==> src/rtl/gpio_irq_pkg.sv <==
package gpio_irq_pkg;

  localparam int DATA_W = 32;

  // register byte offsets
  localparam int OFS_PEND  = 'h0C;
  localparam int OFS_EN    = 'h10;
  localparam int OFS_CLR   = 'h14;
  localparam int OFS_MODE  = 'h18;
  localparam int OFS_POL   = 'h1C;
  localparam int OFS_VER   = 'h20;
  localparam int OFS_BOTH  = 'h24;

  typedef enum logic [1:0] {
    TRIG_LEVEL = 2'd0,
    TRIG_RISE  = 2'd1,
    TRIG_FALL  = 2'd2,
    TRIG_BOTH  = 2'd3
  } trig_e;

  // both-edges overrides the polarity-chosen single edge
  function automatic trig_e classify(input logic edge_mode, input logic both,
                                     input logic pol);
    if (!edge_mode)  return TRIG_LEVEL;
    else if (both)   return TRIG_BOTH;
    else if (pol)    return TRIG_RISE;
    else             return TRIG_FALL;
  endfunction

endpackage

==> src/rtl/gpio_irq_sync.sv <==
module gpio_irq_sync #(
  parameter int N      = 32,
  parameter int STAGES = 2
) (
  input  logic         clk,
  input  logic         rst,
  input  logic [N-1:0] pin_in,
  output logic [N-1:0] sync_q,
  output logic [N-1:0] prev_q
);

  logic [N-1:0] chain [STAGES];

  generate
    for (genvar s = 0; s < STAGES; s++) begin : g_stage
      always_ff @(posedge clk) begin
        if (rst) chain[s] <= '0;
        else if (s == 0) chain[s] <= pin_in;
        else chain[s] <= chain[(s == 0) ? 0 : s-1];
      end
    end
  endgenerate

  always_ff @(posedge clk) begin
    if (rst) prev_q <= '0;
    else     prev_q <= chain[STAGES-1];
  end

  assign sync_q = chain[STAGES-1];

endmodule

==> src/rtl/gpio_irq_detect.sv <==
module gpio_irq_detect
  import gpio_irq_pkg::*;
#(
  parameter int N = 32
) (
  input  logic         clk,
  input  logic         rst,
  input  logic [N-1:0] sync_q,
  input  logic [N-1:0] prev_q,
  input  logic [N-1:0] mode,
  input  logic [N-1:0] pol,
  input  logic [N-1:0] both,
  input  logic [N-1:0] clr,
  output logic [N-1:0] evt,
  output logic [N-1:0] pend_q
);

  logic [N-1:0] pend_d;

  generate
    for (genvar i = 0; i < N; i++) begin : g_pin
      trig_e kind;
      always_comb begin
        kind = classify(mode[i], both[i], pol[i]);
        unique case (kind)
          TRIG_LEVEL: evt[i] = (sync_q[i] == pol[i]);
          TRIG_RISE:  evt[i] = sync_q[i] & ~prev_q[i];
          TRIG_FALL:  evt[i] = ~sync_q[i] & prev_q[i];
          default:    evt[i] = sync_q[i] ^ prev_q[i];
        endcase
        // level: follow qualified level; edge: sticky, event beats clear
        if (kind == TRIG_LEVEL) pend_d[i] = evt[i];
        else                    pend_d[i] = (pend_q[i] & ~clr[i]) | evt[i];
      end
    end
  endgenerate

  always_ff @(posedge clk) begin
    if (rst) pend_q <= '0;
    else     pend_q <= pend_d;
  end

endmodule

==> src/rtl/gpio_irq_regs.sv <==
module gpio_irq_regs
  import gpio_irq_pkg::*;
#(
  parameter int N       = 32,
  parameter int AW      = 8,
  parameter int VERSION = 3
) (
  input  logic              clk,
  input  logic              rst,
  input  logic              wr_en,
  input  logic              rd_en,
  input  logic [AW-1:0]     addr,
  input  logic [DATA_W-1:0] wdata,
  input  logic [N-1:0]      pend,
  output logic [N-1:0]      en_q,
  output logic [N-1:0]      mode_q,
  output logic [N-1:0]      pol_q,
  output logic [N-1:0]      both_q,
  output logic [N-1:0]      clr_mask,
  output logic [DATA_W-1:0] rdata
);

  localparam logic [AW-1:0] A_PEND = AW'(OFS_PEND);
  localparam logic [AW-1:0] A_EN   = AW'(OFS_EN);
  localparam logic [AW-1:0] A_CLR  = AW'(OFS_CLR);
  localparam logic [AW-1:0] A_MODE = AW'(OFS_MODE);
  localparam logic [AW-1:0] A_POL  = AW'(OFS_POL);
  localparam logic [AW-1:0] A_VER  = AW'(OFS_VER);
  localparam logic [AW-1:0] A_BOTH = AW'(OFS_BOTH);

  logic [N-1:0]      wbits;
  logic [DATA_W-1:0] rd_word;

  assign wbits    = wdata[N-1:0];
  assign clr_mask = (wr_en && addr == A_CLR) ? wbits : '0;

  always_ff @(posedge clk) begin
    if (rst) begin
      en_q   <= '0;
      mode_q <= '0;
      pol_q  <= '0;
      both_q <= '0;
    end else if (wr_en) begin
      unique case (addr)
        A_EN:    en_q   <= wbits;
        A_MODE:  mode_q <= wbits;
        A_POL:   pol_q  <= wbits;
        A_BOTH:  both_q <= wbits;
        default: ;
      endcase
    end
  end

  always_comb begin
    unique case (addr)
      A_PEND:  rd_word = DATA_W'(pend);
      A_EN:    rd_word = DATA_W'(en_q);
      A_MODE:  rd_word = DATA_W'(mode_q);
      A_POL:   rd_word = DATA_W'(pol_q);
      A_BOTH:  rd_word = DATA_W'(both_q);
      A_VER:   rd_word = DATA_W'(VERSION);
      default: rd_word = '0;
    endcase
  end

  always_ff @(posedge clk) begin
    if (rst)        rdata <= '0;
    else if (rd_en) rdata <= rd_word;
  end

endmodule

==> src/rtl/gpio_irq_unit.sv <==
module gpio_irq_unit
  import gpio_irq_pkg::*;
#(
  parameter int NPINS   = 32,
  parameter int AW      = 8,
  parameter int VERSION = 3
) (
  input  logic              clk,
  input  logic              rst,
  input  logic [NPINS-1:0]  pin_in,
  input  logic              wr_en,
  input  logic              rd_en,
  input  logic [AW-1:0]     addr,
  input  logic [DATA_W-1:0] wdata,
  output logic [DATA_W-1:0] rdata,
  output logic              irq
);

  logic [NPINS-1:0] sync_q, prev_q, evt, pend_q;
  logic [NPINS-1:0] en_q, mode_q, pol_q, both_q, clr_mask;

  gpio_irq_sync #(.N(NPINS), .STAGES(2)) u_sync (
    .clk(clk), .rst(rst), .pin_in(pin_in), .sync_q(sync_q), .prev_q(prev_q)
  );

  gpio_irq_detect #(.N(NPINS)) u_detect (
    .clk(clk), .rst(rst), .sync_q(sync_q), .prev_q(prev_q),
    .mode(mode_q), .pol(pol_q), .both(both_q), .clr(clr_mask),
    .evt(evt), .pend_q(pend_q)
  );

  gpio_irq_regs #(.N(NPINS), .AW(AW), .VERSION(VERSION)) u_regs (
    .clk(clk), .rst(rst), .wr_en(wr_en), .rd_en(rd_en), .addr(addr),
    .wdata(wdata), .pend(pend_q), .en_q(en_q), .mode_q(mode_q),
    .pol_q(pol_q), .both_q(both_q), .clr_mask(clr_mask), .rdata(rdata)
  );

  always_ff @(posedge clk) begin
    if (rst) irq <= 1'b0;
    else     irq <= |(pend_q & en_q);
  end

endmodule

==> config.mk <==
export PLATFORM = sky130hd
export DESIGN_NAME = gpio_irq_unit
export DESIGN_NICKNAME = d
export VERILOG_FILES = /design/src/rtl/gpio_irq_pkg.sv /design/src/rtl/gpio_irq_sync.sv /design/src/rtl/gpio_irq_detect.sv /design/src/rtl/gpio_irq_regs.sv /design/src/rtl/gpio_irq_unit.sv
export SDC_FILE = /design/constraint.sdc
export NUM_CORES = 1
export LEC_CHECK = 0
export BUFFER_PORTS_ARGS = -buffer_cell sky130_fd_sc_hd__clkbuf_2
export CAP_MARGIN = 10
export CORE_MARGIN = 2
export CORE_UTILIZATION = 35
export DETAILED_ROUTE_END_ITERATION = 7
export GPL_TIMING_DRIVEN = 0
export HOLD_SLACK_MARGIN = 0.1
export REMOVE_ABC_BUFFERS = 1
export SLEW_MARGIN = 10
export SYNTH_ARGS = -nofsm -noshare
export SYNTH_HDL_FRONTEND = slang
export SYNTH_HIERARCHICAL = 1
export SYNTH_SLANG_ARGS = --single-unit
==> constraint.sdc <==
create_clock -name clk -period 1.51 [get_ports clk]
set_input_delay 0 -clock clk [delete_from_list [all_inputs] [get_ports clk]]
set_output_delay 0 -clock clk [all_outputs]
set_load 0.02 [all_outputs]
Word level (Yosys, flattened, before mapping)
Memories as Yosys holds them, arrays and structs flattened. Cells that the tools add are included.

Equality and inequality tests: 103. Mux-type cells: 167. Bitwise operators: 259. Reduce and logical (&&, ||, !) cells: 38.

Operators with widths (count): 2-bit 2-to-1 mux (96); 32-bit one-hot mux with 6 select lines (1); 1-bit AND (96); 32-bit 2-to-1 mux (3); 1-bit inverter (96); 1-bit one-hot mux with 3 select lines (32); 2-bit by 1-bit equality test with 1-bit output, second input constant (32); 2-bit equality test, second input constant (32); 2-bit logical NOT (32); 1-bit 2-to-1 mux (35); 1-bit OR (34); 32-bit AND (1); 1-bit equality test (32); 8-bit by 5-bit equality test with 1-bit output, second input constant (4); 32-bit OR reduction (1); 1-bit XOR (32); 8-bit by 6-bit equality test with 1-bit output, second input constant (2); 8-bit by 4-bit equality test with 1-bit output, second input constant (1); 2-bit AND reduction (4); 1-bit logical AND (1).

Register bits: 225. Bits in writable memories: 64. Input port bits: 76. Output and inout port bits: 33. Memories: 1.

Memory list: u_sync.chain (words 2, width 32, rd ports 2, clocked after memory_dff 0, write ports 2, line gpio_irq_sync.sv:12) `logic [N-1:0] chain [STAGES];`.

Logic depth before layout (Yosys ltp)
Gate-level depths: netlist of the first run.

Depth after elaboration: 7. Gate-level depth with buffers: 10. Depth with buffers taken out: 7.

Hierarchy
The synthesis of the first run kept the hierarchy.

Modules (own cells, without submodules): gpio_irq_regs (instances 1, cells an instance 877, area an instance 6998.0 sq um); gpio_irq_detect (instances 1, cells an instance 453, area an instance 4057.6 sq um); gpio_irq_sync (instances 1, cells an instance 202, area an instance 2600.0 sq um); gpio_irq_unit (instances 1, cells an instance 23, area an instance 185.2 sq um).

Least setup slack after synthesis of the first run
No wires, ideal clock.

Kind: input to register. From: input port addr[4]. To: register u_detect.pend_q[10]. Setup time: 0.130 ns. Arrival time: 1.536 ns. Setup slack: -0.156 ns. Cell stages on the path: 10. Path buffers: 3. Path through: buf_2 -> nor2b_1 -> clkbuf_1 -> nand2_1 -> nor4_2 -> clkbuf_1 -> and2_1 -> inv_1 -> a21oi_1 -> a221oi_2.

Cells in the longest elaborated chain, start to end: 7.

Ends and longest elaborated chain: start: declaration (line gpio_irq_unit.sv:13) `input logic [AW-1:0] addr,`; 8-bit by 5-bit equality test with 1-bit output (line gpio_irq_regs.sv:35) `assign clr_mask = (wr_en && addr == A_CLR) ? wbits : '0;`; 1-bit logical AND (line gpio_irq_regs.sv:35); 32-bit 2-to-1 mux (line gpio_irq_regs.sv:35); net clr_mask[10] (line gpio_irq_unit.sv:20) `logic [NPINS-1:0] en_q, mode_q, pol_q, both_q, clr_mask;`; 1-bit inverter (line gpio_irq_detect.sv:33) `else pend_d[i] = (pend_q[i] & ~clr[i]) | evt[i];`; 1-bit AND (line gpio_irq_detect.sv:33); 1-bit OR (line gpio_irq_detect.sv:33); 1-bit 2-to-1 mux (line gpio_irq_detect.sv:32) `if (kind == TRIG_LEVEL) pend_d[i] = evt[i];`; end signal: assignment (line gpio_irq_detect.sv:40) `else pend_q <= pend_d;`; end: declaration (line gpio_irq_detect.sv:15) `output logic [N-1:0] pend_q`.

The timed path passes the listed nets, and every way through them passes these cells. A chain may end at the register's enable or synchronous reset.

Final worst setup path of the first run
From: input port addr[7]. To: register u_regs.pol_q[17].

Cells in the longest elaborated chain, start to end: 2.

Ends and longest elaborated chain: 8-bit by 5-bit equality test with 1-bit output (line gpio_irq_regs.sv:44) `unique case (addr)`; 2-bit AND reduction (no source line); end signal: assignment (line gpio_irq_regs.sv:47) `A_POL: pol_q <= wbits;`; end: declaration (line gpio_irq_regs.sv:17) `output logic [N-1:0] pol_q,`.

No other way between the ends.

==> reports/metrics.yaml, run 1 <==
critical_path:
  rr_endpoint: "irq"
  crit_type: "in2reg"
  cp_data_required_time_ns: 1.87
  crit_path_start_kind: "input port"
  reg2reg_depth: 3
  cp.arrival_ns: 1.91
  path_max_fanout: 26
  end_kind: "flip-flop"
  reg2reg_from: "u_detect/pend_q[5]"
  r2r_slack_ns: 0.02
timing:
  whs_ns: 0.09620
  max_slew_margin_pct: 39.02
  finClkSkew_ns: 0.01053
  period_needed_ns: 1.550
  min_period_over_period_pct: 102.6
  fmaxAchievable_mhz: 645.3
  hold_violations: 0
  rsz0062_at_grt: "yes"
  fin_ws_ns: -0.03973
  setup_violations: 18
  tightest_slew_ns: 0.9147
  maxSlewViolCount: 0
clocking:
  cts_tree: "built"
  clk_path_buf_depth: 3
  cts_max_level: 2
  path_clk_slew_ns: 0.06
  cts_sinks: 289
  insertion_delay_ns: 0.51
  cts_buffers: 35
  root_buffer: "clkbuf_16"
yosys:
  yosys_warnings: 6
  syn_area_per_cell_sq_um: 8.883
  syn_inst: 1522
  syn-cell-area_sq_um: 13520
route:
  wl_per_cell_um: 18.03
  first_pass_iters: 6
  route.detailed.drc: 0
  wirelength_met1_um: 17420
  num_vias: 11430
  met3_length_um: 2424
  wl_um: 40620
  wl_met2_um: 19250
  routed.top_layer: "met5"
  via_per_inst: 5.075
  ant_nets: 0
  drtIter0Drc: 851
run:
  drv_cap: 0
global_routing:
  grt_pass1_vias: 11110
  antenna_found_initial: 3
  grt_remaining_overflow: 0
  grt_first_pass_wirelength_um: 62800
  grt_max_degree: 91
  grt.total_usage_pct: 19.63
power:
  total_power_mw: 17.45
  peakVddDrop_uv: 589.0
  power_density_nw_per_um2: 1010
  p_leak_nw: 6.543
floorplanning:
  start_util_pct: 35.73
  io_pins: 109
  die_y_um: 200.5
  design.core.area_sq_um: 37840
  dieArea_sq_um: 40220
  die_w_um: 200.5
  row_count: 71
place:
  port_buffers: 108
  hpwlAfterDp_um: 24240
  place_congestion: 0.7837
  post_dp_cell_area_sq_um: 14740
final_layout:
  num-nets-final: 1858
  drive_gt1_share_pct: 20.15
  antenna_cells: 0
  areaGrowthSynthToFinish_pct: 27.80
  fin_area_sq_um: 17280
worst_hold_path:
  holdPathStages: 3
  min_from: "addr[5]"
  hold_path_class: "in2reg"
  hold_end: "u_regs/rdata[0]"
status:
  violations: "negative setup slack"
  status: "finished, violations left"
## routing by layer
layer  up-vias  global-route usage (%)
met5         -                       0
met4         4                   7.884
met3        86                   3.799
met2       334                   33.26
met1      5456                   24.50
li1       5554                       -
## cell usage in the layout (no fill, tap or decap), types with 25 or more instances in the layout
cell,count
mux2_4,31
xor2_1,32
dfxtp_1,288
a22o_1,31
o211ai_1,25
a221oi_2,31
nand2_1,302
a22oi_1,36
and2_1,34
clkbuf_2,103
clkbuf_16,39
nor2b_1,97
dlygate4sd3_1,99
a21oi_1,152
inv_1,130
ha_1,64
o21ai_2,31
## flip-flops by register name, indices dropped and copies added, names as in the netlist
register / flops
irq: 1
u_detect/pend_q: 32
u_regs/both_q: 32
u_regs/en_q: 32
u_regs/mode_q: 32
u_regs/pol_q: 32
u_regs/rdata: 32
u_sync/chain: 64
u_sync/prev_q: 32
## worst max path at each step
stage	slack (ns)	start	depth (start not counted)	to
after floorplan	-2.27	addr[0]	7	u_detect/pend_q[0]
after global placement	-7.42	rst	3	u_regs/rdata[7]
after detailed placement	-1.73	addr[3]	6	u_regs/mode_q[18]
after CTS	0.008	u_detect/pend_q[20]	3	irq
after global routing	-0.04	addr[7]	6	u_regs/pol_q[18]
final	-0.04	addr[7]	6	u_regs/pol_q[17]
## worst max-delay path: stages
cell and delay [ns]:
clkbuf_2 0.11, or4_4 0.75, or4_4 0.65, buf_12 0.22
nand2_1 0.09, a21oi_1 0.05
## timing repair
| item | in CTS | in global routing |
|---|---|---|
| gates resized for setup | 16 | 17 |
| cloned | 2 | 2 |
| hold buffers | 102 | 0 |
| endpoints found under the hold margin | 228 | 0 |
| setup buffers | 14 | 5 |
| pin swaps | 8 | 6 |
| setup endpoints to repair | 193 | 102 |
## power breakdown
| part | total [mW] | internal [mW] | switching, mW |
|---|---|---|---|
| Sequential | 7.93 | 7.80 | 0.136 |
| Combinational | 1.17 | 0.560 | 0.608 |
| Clock | 8.36 | 5.10 | 3.26 |
| Total | 17.5 | 13.5 | 4.00 |
## per-stage QoR
stage               TNS [ns]  std cells  utilization [%]  worst slack [ns]
floorplan            -313.07       1426                -            -2.274
global placement    -1435.66       2045            37.64            -7.417
detailed placement   -285.46       2068            38.96            -1.735
CTS                        0       2247            45.37          0.007517
global route         -0.3113       2253            45.66          -0.03686
finish               -0.4327       2253            45.66          -0.03973
## final cells by class
cell class,count,area [sq um]
clock buffer,50,1035
sequential,289,5787
clock inverter,11,107.6
timing repair buffer,252,2200
multi-input combinational,1010,7023
tap,511,639.4
inverter,130,488.0
fill,3675,20560
Power figures use the tool's default switching activity.
==> inputs of run 2 (changes only) <==
SYNTH_HIERARCHICAL = not set   (was 1)
==> reports/metrics.yaml, run 2 <==
status:
  status: "finished clean"
critical_path:
  crit_path_start_kind: "input port"
  end_kind: "flip-flop"
  slowest_stage: "or4_4"
  reg2reg_depth: 4
  r2r_slack_ns: 0.12
  cp-endpoint: "u_regs.rdata[12]"
  crit_start: "rst"
  reg2reg_from: "u_detect.pend_q[23]"
  rr_endpoint: "irq"
  crit_type: "in2reg"
  slowest_delay_ns: 0.67
  path_max_fanout: 5
  cp.arrival_ns: 1.90
  cp_cell_sequence: "clkbuf_16 -> buf_16 -> buf_16 -> or4b_4 -> or4_4 -> o21ai_1 -> o21bai_2"
  crit_path_frequent_cell: "buf_16"
  cp_data_required_time_ns: 1.95
floorplanning:
  dieArea_sq_um: 38340
  die_y_um: 195.8
  die_w_um: 195.8
  start_util_pct: 35.34
  io_pins: 109
  row_count: 70
  design.core.area_sq_um: 36430
global_routing:
  gr-usage-met2_pct: 36.19
  grt_util_met1_pct: 25.94
  grt_first_pass_wirelength_um: 61990
  met3_usage_pct: 4.315
  grt_remaining_overflow: 0
  grt_pass1_vias: 10910
  top_usage_layer: "met2"
  antenna_found_initial: 4
  grt.total_usage_pct: 20.95
  grt_max_degree: 52
power:
  power_switching_mw: 3.956
  p_clk_share_pct: 46.8
  total_power_mw: 17.24
  power_density_nw_per_um2: 1049
  peakVddDrop_uv: 858.7
  p_leak_nw: 6.503
  combPwrFrac_pct: 7.3
  switching_share_pct: 22.95
  seqPwrFrac_pct: 45.9
  internal_power_mw: 13.28
place:
  port_buffers: 108
  place_congestion: 0.8084
  post_dp_cell_area_sq_um: 13910
  hpwlAfterDp_um: 22970
timing:
  period_needed_ns: 1.461
  fmaxAchievable_mhz: 684.4
  max_slew_margin_pct: 40.80
  maxSlewViolCount: 0
  whs_ns: 0.08871
  rsz0062_at_grt: "no"
  setup_tns_ns: 0
  hold_violations: 0
  setup_violations: 0
  finClkSkew_ns: 0.01472
  min_period_over_period_pct: 96.76
  tightest_slew_ns: 0.8851
route:
  ant_nets: 0
  first_pass_iters: 7
  wl_per_cell_um: 19.14
  wl_um: 40820
  num_vias: 11120
  via_per_inst: 5.216
  drtIter0Drc: 810
  route.detailed.drc: 0
final_layout:
  num-fill-cells: 3551
  top_register: "u_sync.chain"
  fin_area_sq_um: 16440
  areaGrowthSynthToFinish_pct: 27.67
  num-nets-final: 1779
  final_common_cell: "dfxtp_1"
  final_cell_mix: "dfxtp_1 (289), nand2_1 (255), nor2_1 (105), clkbuf_2 (104)"
  largest_register_ffs: 64
  drive_gt1_share_pct: 16.96
yosys:
  synth.distinct_cells: 52
  synthAdderAreaFrac_pct: 6.218
  ys_seq_area_share_pct: 44.93
  synth_flop_cell: "dfxtp_1"
  synth_top_family_by_area: "simple AND/OR/NAND/NOR gates"
  ys_top_cells_by_count: "dfxtp_1 (289), nand2_1 (256), nor2_1 (106), a21oi_1 (97), inv_1 (97)"
  synth_most_common_cell: "dfxtp_1"
  ys_top_cells_by_area: "dfxtp_1 (45%), nand2_1 (7.5%), ha_1 (6.2%)"
  yosys.area_share.simple_pct: 16.89
  synth_xor_area_share_pct: 2.176
  syn_area_per_cell_sq_um: 8.802
  yosys_warnings: 0
  synthMuxAreaShare_pct: 8.434
  syn-cell-area_sq_um: 12880
  synth-edff-count: 0
  yosysTopAreaCell: "dfxtp_1"
  synth-compound-area-share_pct: 15.43
  synth_seq_cells: 289
  syn_inst: 1463
  async_flop_share_pct: 0
  synth.top_cell.area_share_pct: 44.93
clocking:
  cts_sinks: 289
  insertion_delay_ns: 0.51
  cts_max_level: 2
  cts_buffers: 34
  clk_path_buf_depth: 3
  root_buffer: "clkbuf_16"
  cts_tree: "built"
  path_clk_slew_ns: 0.06
run:
  drv_cap: 0
worst_hold_path:
  hold_path_class: "in2reg"
[run 2: cells by family (layout without fill, tap and decap cells)]
group	Yosys count	in the layout
buffers and inverters	182	379
DFF	289	289
muxes	102	102
other	0	1
adders and majority gates	64	64
AOI/OAI and AO/OA	310	310
and+or+nand+nor	484	487
xor gates and xnor gates	32	32
[run 2: cell type report]
| cell class | instances | area (sq um) | share of cell area [%] |
|---|---|---|---|
| antenna | 1 | 2.502 | 0.01522 |
| clock buffer | 56 | 1085 | 6.598 |
| clock inverter | 4 | 23.77 | 0.1446 |
| inverter | 97 | 364.1 | 2.215 |
| multi-input combinational | 995 | 6518 | 39.64 |
| sequential | 289 | 5786 | 35.19 |
| tap | 468 | 585.6 | 3.562 |
| timing repair buffer | 222 | 2077 | 12.63 |
[run 2: metrics by stage]
stage	utilization (%)	setup WS, ns	instances
3_5_place_dp	38.17	-1.728	1964
6_report	45.12	0.04896	2132
4_1_cts	44.94	0.04200	2127
5_1_grt	45.12	0.009384	2132
2_1_floorplan	-	-0.6581	1378
3_3_place_gp	37.34	-7.046	1954
[run 2: critical path, delay by kind of cell]
family	cells	cell delay, ns
compound gates	2	0.27
buf+inv	3	0.40
simple gates	2	1.23
[run 2: worst min path at each step]
stage	startpoint	to	slack, ns	cells past startpoint
2_1_floorplan	rst	u_sync.prev_q[0]	0.07	1
3_3_place_gp	pin_in[19]	u_sync.chain[0][19]	0.21	2
3_5_place_dp	pin_in[17]	u_sync.chain[0][17]	0.21	2
4_1_cts	rst	u_regs.rdata[0]	0.10	4
5_1_grt	addr[4]	u_regs.rdata[0]	0.10	4
6_report	addr[4]	u_regs.rdata[0]	0.09	4
[run 2: what timing repair did]
| action | 4_1_cts | 5_1_grt |
|---|---|---|
| endpoints found under the hold margin | 217 | 1 |
| hold buffers | 84 | 1 |
| gates resized for setup | 25 | 6 |
| pin swaps | 6 | 4 |
| setup endpoints to repair | 192 | 47 |
| setup buffers | 8 | 3 |
| gates cloned | 11 | 0 |
[run 2: power by group through the flow]
stage / sequential (mW) / combinational, mW / clock, mW
after floorplan: 8.04 / 0.396 / 0
after global placement: 8.07 / 0.843 / 0
after detailed placement: 8.08 / 0.887 / 0
after CTS: 7.91 / 1.23 / 8.24
after global routing: 7.93 / 1.36 / 8.56
final: 7.92 / 1.25 / 8.07
[run 2: metal layers]
layer / part of all wire [%] / vias up
met2: 48 / 398
met1: 42 / 5274
met4: 3.2 / 6
li1: - / 5340
met5: 0.10 / -
met3: 7.0 / 103
